File: src/rtl/ctu_pkg.sv
package ctu_pkg;
  localparam int NUM_TMR   = 3;
  localparam int ADDR_W    = 3;
  localparam int DATA_W    = 8;
  localparam int ADDR_MODE = 3;
  localparam int ADDR_IRQ  = 4;
  localparam int LATCH_CTL_IDX = 1;
  localparam int TOGGLE_SRC_IDX = 1;

  typedef struct packed {
    logic [1:0] spare;
    logic       start_hi;
    logic       out_en;
    logic       t2_latch_only;
    logic       t3_chain;
    logic       t2_chain;
    logic       t1_sub;
  } mode_t;
endpackage

File: src/rtl/reload_timer8.sv
module reload_timer8 #(
  parameter int W = 8
) (
  input  logic         clk,
  input  logic         rst_n,
  input  logic         tick_i,
  input  logic         load_latch_i,
  input  logic         load_cnt_i,
  input  logic [W-1:0] wdata_i,
  output logic [W-1:0] cnt_o,
  output logic [W-1:0] latch_o,
  output logic         uf_o
);
  logic [W-1:0] cnt_q, latch_q;
  logic         at_zero;

  assign at_zero = (cnt_q == '0);
  assign uf_o    = tick_i && at_zero;

  always_ff @(posedge clk or negedge rst_n) begin
    if (!rst_n) latch_q <= '1;
    else if (load_latch_i) latch_q <= wdata_i;
  end

  always_ff @(posedge clk or negedge rst_n) begin
    if (!rst_n) cnt_q <= '1;
    else if (load_cnt_i) cnt_q <= wdata_i;
    else if (tick_i) cnt_q <= at_zero ? latch_q : cnt_q - 1'b1;
  end

  assign cnt_o   = cnt_q;
  assign latch_o = latch_q;
endmodule

File: src/rtl/toggle_out.sv
module toggle_out (
  input  logic clk,
  input  logic rst_n,
  input  logic preset_i,
  input  logic preset_lvl_i,
  input  logic toggle_i,
  input  logic en_i,
  input  logic port_i,
  output logic pin_o
);
  logic tff_q;

  always_ff @(posedge clk or negedge rst_n) begin
    if (!rst_n) tff_q <= 1'b0;
    else if (preset_i) tff_q <= preset_lvl_i;
    else if (toggle_i) tff_q <= ~tff_q;
  end

  assign pin_o = en_i ? tff_q : port_i;
endmodule

File: src/rtl/cascade_timer_unit.sv
module cascade_timer_unit
  import ctu_pkg::*;
(
  input  logic              clk,
  input  logic              rst_n,
  input  logic              div_tick,
  input  logic              sub_tick,
  input  logic              port_out_val,
  input  logic              wr_en,
  input  logic [ADDR_W-1:0] addr,
  input  logic [DATA_W-1:0] wdata,
  output logic [DATA_W-1:0] rdata,
  output logic [NUM_TMR-1:0] irq,
  output logic              toggle_pin
);
  mode_t mode_q;
  logic [NUM_TMR-1:0]             tick, uf, wr_tmr, chain_sel;
  logic [NUM_TMR-1:0][DATA_W-1:0] cnt, latch;
  logic [NUM_TMR-1:0]             irq_q;
  logic                           mode_wr, irq_wr;

  assign mode_wr = wr_en && (addr == ADDR_W'(ADDR_MODE));
  assign irq_wr  = wr_en && (addr == ADDR_W'(ADDR_IRQ));
  assign chain_sel = {mode_q.t3_chain, mode_q.t2_chain, 1'b0};

  always_ff @(posedge clk or negedge rst_n) begin
    if (!rst_n) mode_q <= '0;
    else if (mode_wr) mode_q <= mode_t'(wdata);
  end

  for (genvar i = 0; i < NUM_TMR; i++) begin : g_tmr
    logic load_cnt;
    assign wr_tmr[i] = wr_en && (addr == ADDR_W'(i));
    if (i == 0) begin : g_first
      assign tick[i] = mode_q.t1_sub ? sub_tick : div_tick;
    end else begin : g_chained
      assign tick[i] = chain_sel[i] ? uf[i-1] : div_tick;
    end
    if (i == LATCH_CTL_IDX) begin : g_wctl
      assign load_cnt = wr_tmr[i] && !mode_q.t2_latch_only;
    end else begin : g_plain
      assign load_cnt = wr_tmr[i];
    end
    reload_timer8 #(.W(DATA_W)) u_tmr (
      .clk(clk), .rst_n(rst_n), .tick_i(tick[i]),
      .load_latch_i(wr_tmr[i]), .load_cnt_i(load_cnt), .wdata_i(wdata),
      .cnt_o(cnt[i]), .latch_o(latch[i]), .uf_o(uf[i])
    );
  end

  always_ff @(posedge clk or negedge rst_n) begin
    if (!rst_n) irq_q <= '0;
    else if (irq_wr) irq_q <= (irq_q & ~wdata[NUM_TMR-1:0]) | uf;
    else irq_q <= irq_q | uf;
  end
  assign irq = irq_q;

  toggle_out u_tog (
    .clk(clk), .rst_n(rst_n), .preset_i(mode_wr), .preset_lvl_i(wdata[5]),
    .toggle_i(uf[TOGGLE_SRC_IDX]), .en_i(mode_q.out_en), .port_i(port_out_val),
    .pin_o(toggle_pin)
  );

  always_comb begin
    rdata = '0;
    if (addr < ADDR_W'(NUM_TMR)) rdata = cnt[addr[1:0]];
    else if (addr == ADDR_W'(ADDR_MODE)) rdata = mode_q;
    else if (addr == ADDR_W'(ADDR_IRQ)) rdata = DATA_W'(irq_q);
  end
endmodule

File: config.mk
export PLATFORM = sky130hd
export DESIGN_NAME = cascade_timer_unit
export DESIGN_NICKNAME = d
export VERILOG_FILES = /design/src/rtl/ctu_pkg.sv /design/src/rtl/reload_timer8.sv /design/src/rtl/toggle_out.sv /design/src/rtl/cascade_timer_unit.sv
export SDC_FILE = /design/constraint.sdc
export NUM_CORES = 1
export LEC_CHECK = 0
export CORE_UTILIZATION = 49
export CTS_CLUSTER_DIAMETER = 200
export CTS_CLUSTER_SIZE = 40
export DETAILED_ROUTE_END_ITERATION = 12
export GPL_ROUTABILITY_DRIVEN = 0
export PLACE_DENSITY = 0.76
export RECOVER_POWER = 50
export SYNTH_ARGS = -nofsm -noshare
export SYNTH_HDL_FRONTEND = slang
export SYNTH_SLANG_ARGS = --single-unit
File: constraint.sdc
create_clock -name clk -period 6.2 [get_ports clk]
set_input_delay 0.93 -clock clk [delete_from_list [all_inputs] [get_ports clk]]
set_output_delay 0.93 -clock clk [all_outputs]
set_load 0.005 [all_outputs]
; ---- Word level (Yosys, flattened, before mapping)
; Index checks and enable logic that the tools add are counted.
[totals]
out_inout_bits = 12
ram_bits = 0
latchBits = 0
register_bits = 60
rom_bits = 0
mem_count = 0
[op_classes]
n_addsub = 3
eq_ne = 4
reduce_logical = 18
bitwise = 5
n_shift = 0
muxes = 21
magnitude_cmp = 2
mul = 0
n_div = 0
[op_table]
columns = operator, n
row1 = $mux 8, 12
row2 = $logic_not 8->1, 3
row3 = $sub 8x1->8 const B, 3
row4 = $bmux 8 s2, 1
row5 = $logic_and 1x1->1, 9
row6 = $reduce_bool 2->1, 4
row7 = $eq 3x2->1 const B, 2
row8 = $mux 1, 6
row9 = $mux 3, 2
row10 = $or 3x3->3, 2
row11 = $and 3x3->3, 1
row12 = $eq 3x1->1 const B, 1
row13 = $eq 3x3->1 const B, 1
row14 = $logic_not 3->1, 1
row15 = $lt 2x3->1 const B, 1
row16 = $lt 3x2->1 const B, 1
row17 = $not 3->3, 1
row18 = $logic_not 1->1, 1
row19 = $not 1->1, 1

; ---- Logic depth before layout (Yosys ltp)
[logic_depth]
word_depth = 8
depth_mapped = 9
mapped_depth_nobuf = 7

; ---- Hierarchy
; From an unflattened synthesis, not the netlist that was laid out.
[unflattened]
hier_cells = 354
area_unflattened_um2 = 3709.8
[modules_own_cells]
columns = mod, seq_area_each_um2, cells_each, area_each_um2, n_inst
row1 = reload_timer8, 420.4, 92, 922.1, 3
row2 = cascade_timer_unit, 275.3, 73, 889.6, 1
row3 = toggle_out, 25.0, 5, 53.8, 1

; ---- Worst setup path after synthesis
; No wires, ideal clock.
[synth_timing]
kind = input to output
startpoint = input port addr[0]
endpoint = output port rdata[3]
required_ns = 5.270
stages = 3
path_slack_ns = 3.250
arrival_time_ns = 2.020
cell_sequence = buf_1 mux4_2 nor2b_1
[synth_via]
elab_chain_cells = 3
word_cells_on_any_way = 6
cone_classes = order compare: 1 / eq/ne: 1 / mux: 4
[synth_lines]
columns = element, line
row1 = start: declaration, cascade_timer_unit.sv:10  ; input logic [ADDR_W-1:0] addr,
row2 = $bmux 8 s2 / $eq 3x2->1 (equally long branches), "cascade_timer_unit.sv:66, cascade_timer_unit.sv:67"
row3 = "$mux 8, on equally long branches", "cascade_timer_unit.sv:66, cascade_timer_unit.sv:67"
row4 = $mux 8 (*), cascade_timer_unit.sv:66  ; if (addr < ADDR_W'(NUM_TMR)) rdata = cnt[addr[1:0]];
row5 = end: declaration, cascade_timer_unit.sv:12  ; output logic [DATA_W-1:0] rdata,
; Mark *: on every way between the ends. The rest lies on a longest branch, timed or not. The select of a mux whose other input is x is not followed.

; ---- Worst setup path in the final report
[layout_timing]
startpoint = input port addr[0]
endpoint = output port rdata[4]
; Same word-level chain as after synthesis.

==> results by group <==
Status
  – Status: finished with violations
  – Violated checks: max-capacitance violations, max-slew violations

Setup path
  – R2r endpoint: g_tmr[1].u_tmr.cnt_o[6]$_DFFE_PN1P_
  – CP Launch Type: input pin
  – Register-to-Register Path Depth: 7
  – CP arrival: 3.15 ns
  – R2R Path Start: g_tmr[0].u_tmr.cnt_o[0]$_DFFE_PN1P_
  – Critical path type: in -> out
  – Crit path max fanout: 13
  – Critical Path RT: 5.27 ns
  – CP endpoint kind: primary output
  – Flop-to-flop setup slack: 3.54 ns

Power and ir drop
  – Leakage power: 1.61 nW
  – Pwr/cell area: 422 mW/mm^2
  – Max VDD drop: 0.205 mV
  – Total power: 1.71 mW

Route
  – Drt total wl: 8960 um
  – Drt initial violations: 243
  – WL/cell: 18.1 um
  – DRC Markers: 0
  – Via count: 2934
  – Router iterations before antenna repair: 4
  – Vias per cell: 5.93
  – Antenna Nets Post-Route: 0

Synthesis
  – Sequential share of the synthesized area: 43.6%
  – Cell variety after synth: 56
  – Syn Inst Count: 373
  – Warnings, synthesis: 0
  – Post-Syn Area per Cell: 9.61 um^2
  – Post-synthesis async set-or-reset flop share: 100%
  – Syn_nets: 396
  – Synthesized area: 0.00358 mm^2
  – Synth Flop Type: dfstp_2
  – Post-synth EDFFs: 0
  – #FFs+latches synth: 60

Die
  – Die H: 87.5 um
  – I/O pins: 29
  – Core area: 0.00694 mm^2
  – Initial Utilization: 51.6%
  – Row count: 30
  – Die X-Extent: 87.5 um
  – Die area: 0.00766 mm^2

Global routing
  – Tot GR Track Use: 26.1%
  – Grt ovf: 0
  – Met2 Use GR: 40.1%
  – Vias in the first global route: 2798
  – Met3 Resource Use GR: 7.49%
  – GR peak layer: met2
  – First-pass GRT wire length: 14500 um
  – Met1 GRT Util: 35.0%
  – Pin count of the biggest net entering global routing: 61
  – Initial antenna violation count: 0

Min path
  – Hold Path Sink: g_tmr[2].u_tmr.latch_o[5]$_DFFE_PN1P_
  – Worst hold path type: reg -> reg
  – Hold Crit Depth: 2
  – Beginning of the worst hold path: g_tmr[2].u_tmr.latch_o[5]$_DFFE_PN1P_

STA
  – WHS: 0.456 ns
  – Worst-Margin Slew: 3.20 ns
  – Period utilisation layout: 65.8%
  – Slew Viols, Final: 61
  – Period minus WS final: 4.08 ns
  – Fmax: 0.245 GHz
  – RSZ-0062 raised after global routing: false
  – Final count of hold timing violations: 0
  – Final TNS setup: 0 ns
  – Clock skew: 0.00865 ns
  – Setup violations, final: 0
  – Slew HR: -114%

Clock tree
  – CTS sink cnt: 60
  – Skew-Pair Late Insertion Delay: 0.35 ns
  – Cts hold-fix bufs: 0
  – Root buffer cell: clkbuf_8
  – CTS tree: yes
  – Number of H-tree levels: 3
  – Clock Tree Buf Depth: 2
  – Clock slew at reported path FFs: 0.06 ns
  – Post-CTS Setup Bufs: 0
  – Post-CTS sizing: 0
  – CTS Buf Count: 9

Cells and area
  – Share of layout cells above drive strength 1: 24.8%
  – Ant. Diodes: 0
  – Layout area overhead: 13.2%
  – Nets@finish: 417
  – Post-layout util: 58.4%

Job
  – Max cap viols: 1

Placed design
  – Port Buffers: 28
  – Post-DP HPWL: 6170 um
[cells in the mapped netlist (2+ instances only)]
cell       number  area (um^2)
nand2_1        69          259
dfstp_2        48         1260
mux2_2         18          203
a21oi_1        16         80.1
nand3_1        16         80.1
o21ai_1        16         80.1
nor2_1         15         56.3
nor3_1         14         70.1
clkbuf_1       12         45.0
dfrtp_1        12          300
inv_1          12         45.0
o21ai_0        10         50.1
nor2b_1         9         56.3
mux4_2          8          180
xnor2_1         7         61.3
ha_1            6         75.1
a31oi_1         5         31.3
nor3b_1         5         37.5
a21o_1          4         30.0
a2bb2oi_1       4         35.0
nand4_1         4         25.0
o2111ai_1       4         35.0
o22ai_1         4         25.0
a211oi_1        3         22.5
buf_2           3         15.0
mux2i_1         3         30.0
nand2b_1        3         18.8
nor4_1          3         18.8
o211ai_1        3         22.5
or4_1           3         22.5
a211o_1         2         17.5
a41o_1          2         20.0
buf_1           2         7.51
buf_6           2         22.5
o31ai_1         2         15.0
or2_2           2         12.5
or3_1           2         12.5
or3b_2          2         17.5
[cell usage in the layout, fill, tap and decap left out, types with 3 or more instances in the layout]
master           instances
nor4_1                   3
a21o_1                   4
nand3_1                 16
ha_1                     6
o211ai_1                 3
clkdlybuf4s50_1         22
mux2_2                  18
or4_1                    3
a2bb2oi_1                4
clkinv_2                 3
clkbuf_8                10
nor2b_1                  9
o22ai_1                  4
nor3_1                  14
mux4_2                   8
nor2_1                  15
nand2_1                 69
nand4_1                  4
a21oi_1                 16
xnor2_1                  7
dlygate4sd3_1            5
a211oi_1                 3
dfstp_2                 48
clkbuf_1                 4
o21ai_1                 16
o21ai_0                 10
mux2i_1                  3
inv_1                   12
dfrtp_1                 12
a31oi_1                  5
nand2b_1                 3
nor3b_1                  5
o2111ai_1                4
[per-stage QoR]
| step | worst slack [ns] | std cells | cell area [um^2] |
|---|---|---|---|
| 2_1_floorplan | 3.25 | 373 | 3580 |
| 3_3_place_gp | 2.22 | 479 | 3900 |
| 3_5_place_dp | 2.20 | 479 | 3900 |
| 4_1_cts | 2.18 | 495 | 4060 |
| 5_1_grt | 2.01 | 495 | 4060 |
| 6_report | 2.12 | 495 | 4060 |
[critical path, cell delays in order]
cell             delay, ns
dlygate4sd3_1         0.99
mux4_2                0.59
nor2b_1               0.16
clkdlybuf4s50_1       0.48
[power breakdown]
| part | switching [mW] | internal [mW] |
|---|---|---|
| combinational | 0.295 | 0.316 |
| sequential | 0.190 | 0.604 |
| clock | 0.151 | 0.154 |
[flip-flops by register name (all words and copies together), names as in the netlist]
| register | count |
|---|---|
| chain_sel | 2 |
| g_tmr.u_tmr.cnt_o | 24 |
| g_tmr.u_tmr.latch_o | 24 |
| irq | 3 |
| mode_q | 6 |
| u_tog.tff_q | 1 |
[final cells by class]
cell class	instances	area (um^2)
timing repair buffer	30	287
clock inverter	3	15.0
tap	96	120
clock buffer	13	149
multi-input combinational	281	1880
inverter	12	45.0
sequential	60	1560
fill	600	2890
[routing by layer]
layer	vias up	share of wire [%]	wire, um
li1	1398	-	-
met1	1440	45	4000
met2	86	47	4240
met3	10	6.6	588
met4	0	1.5	131
met5	-	0	0
[logic make-up (layout without fill, tap and decap cells)]
kind of cell / Yosys count / in the layout / share of synthesized area, %
AND/OR/NAND/NOR: 155 / 155 / 21.3
AO/OA/AOI/OAI: 84 / 84 / 15.9
adder cells (fa/ha/maj): 6 / 6 / 2.09
multiplexers: 29 / 29 / 11.5
buffers and inverters: 32 / 58 / 3.98
XOR/XNOR: 7 / 7 / 1.71
flip-flops: 60 / 60 / 43.6
[worst max-delay path by stage]
| stage | cells past startpoint | endpoint | startpoint |
|---|---|---|---|
| finish | 4 | rdata[4] | addr[0] |
| global route | 4 | rdata[5] | addr[0] |
| detailed placement | 4 | rdata[4] | addr[0] |
| CTS | 4 | rdata[4] | addr[0] |
| global placement | 4 | rdata[3] | addr[0] |
| floorplan | 3 | rdata[3] | addr[0] |
(Power assumes the default switching activity.)
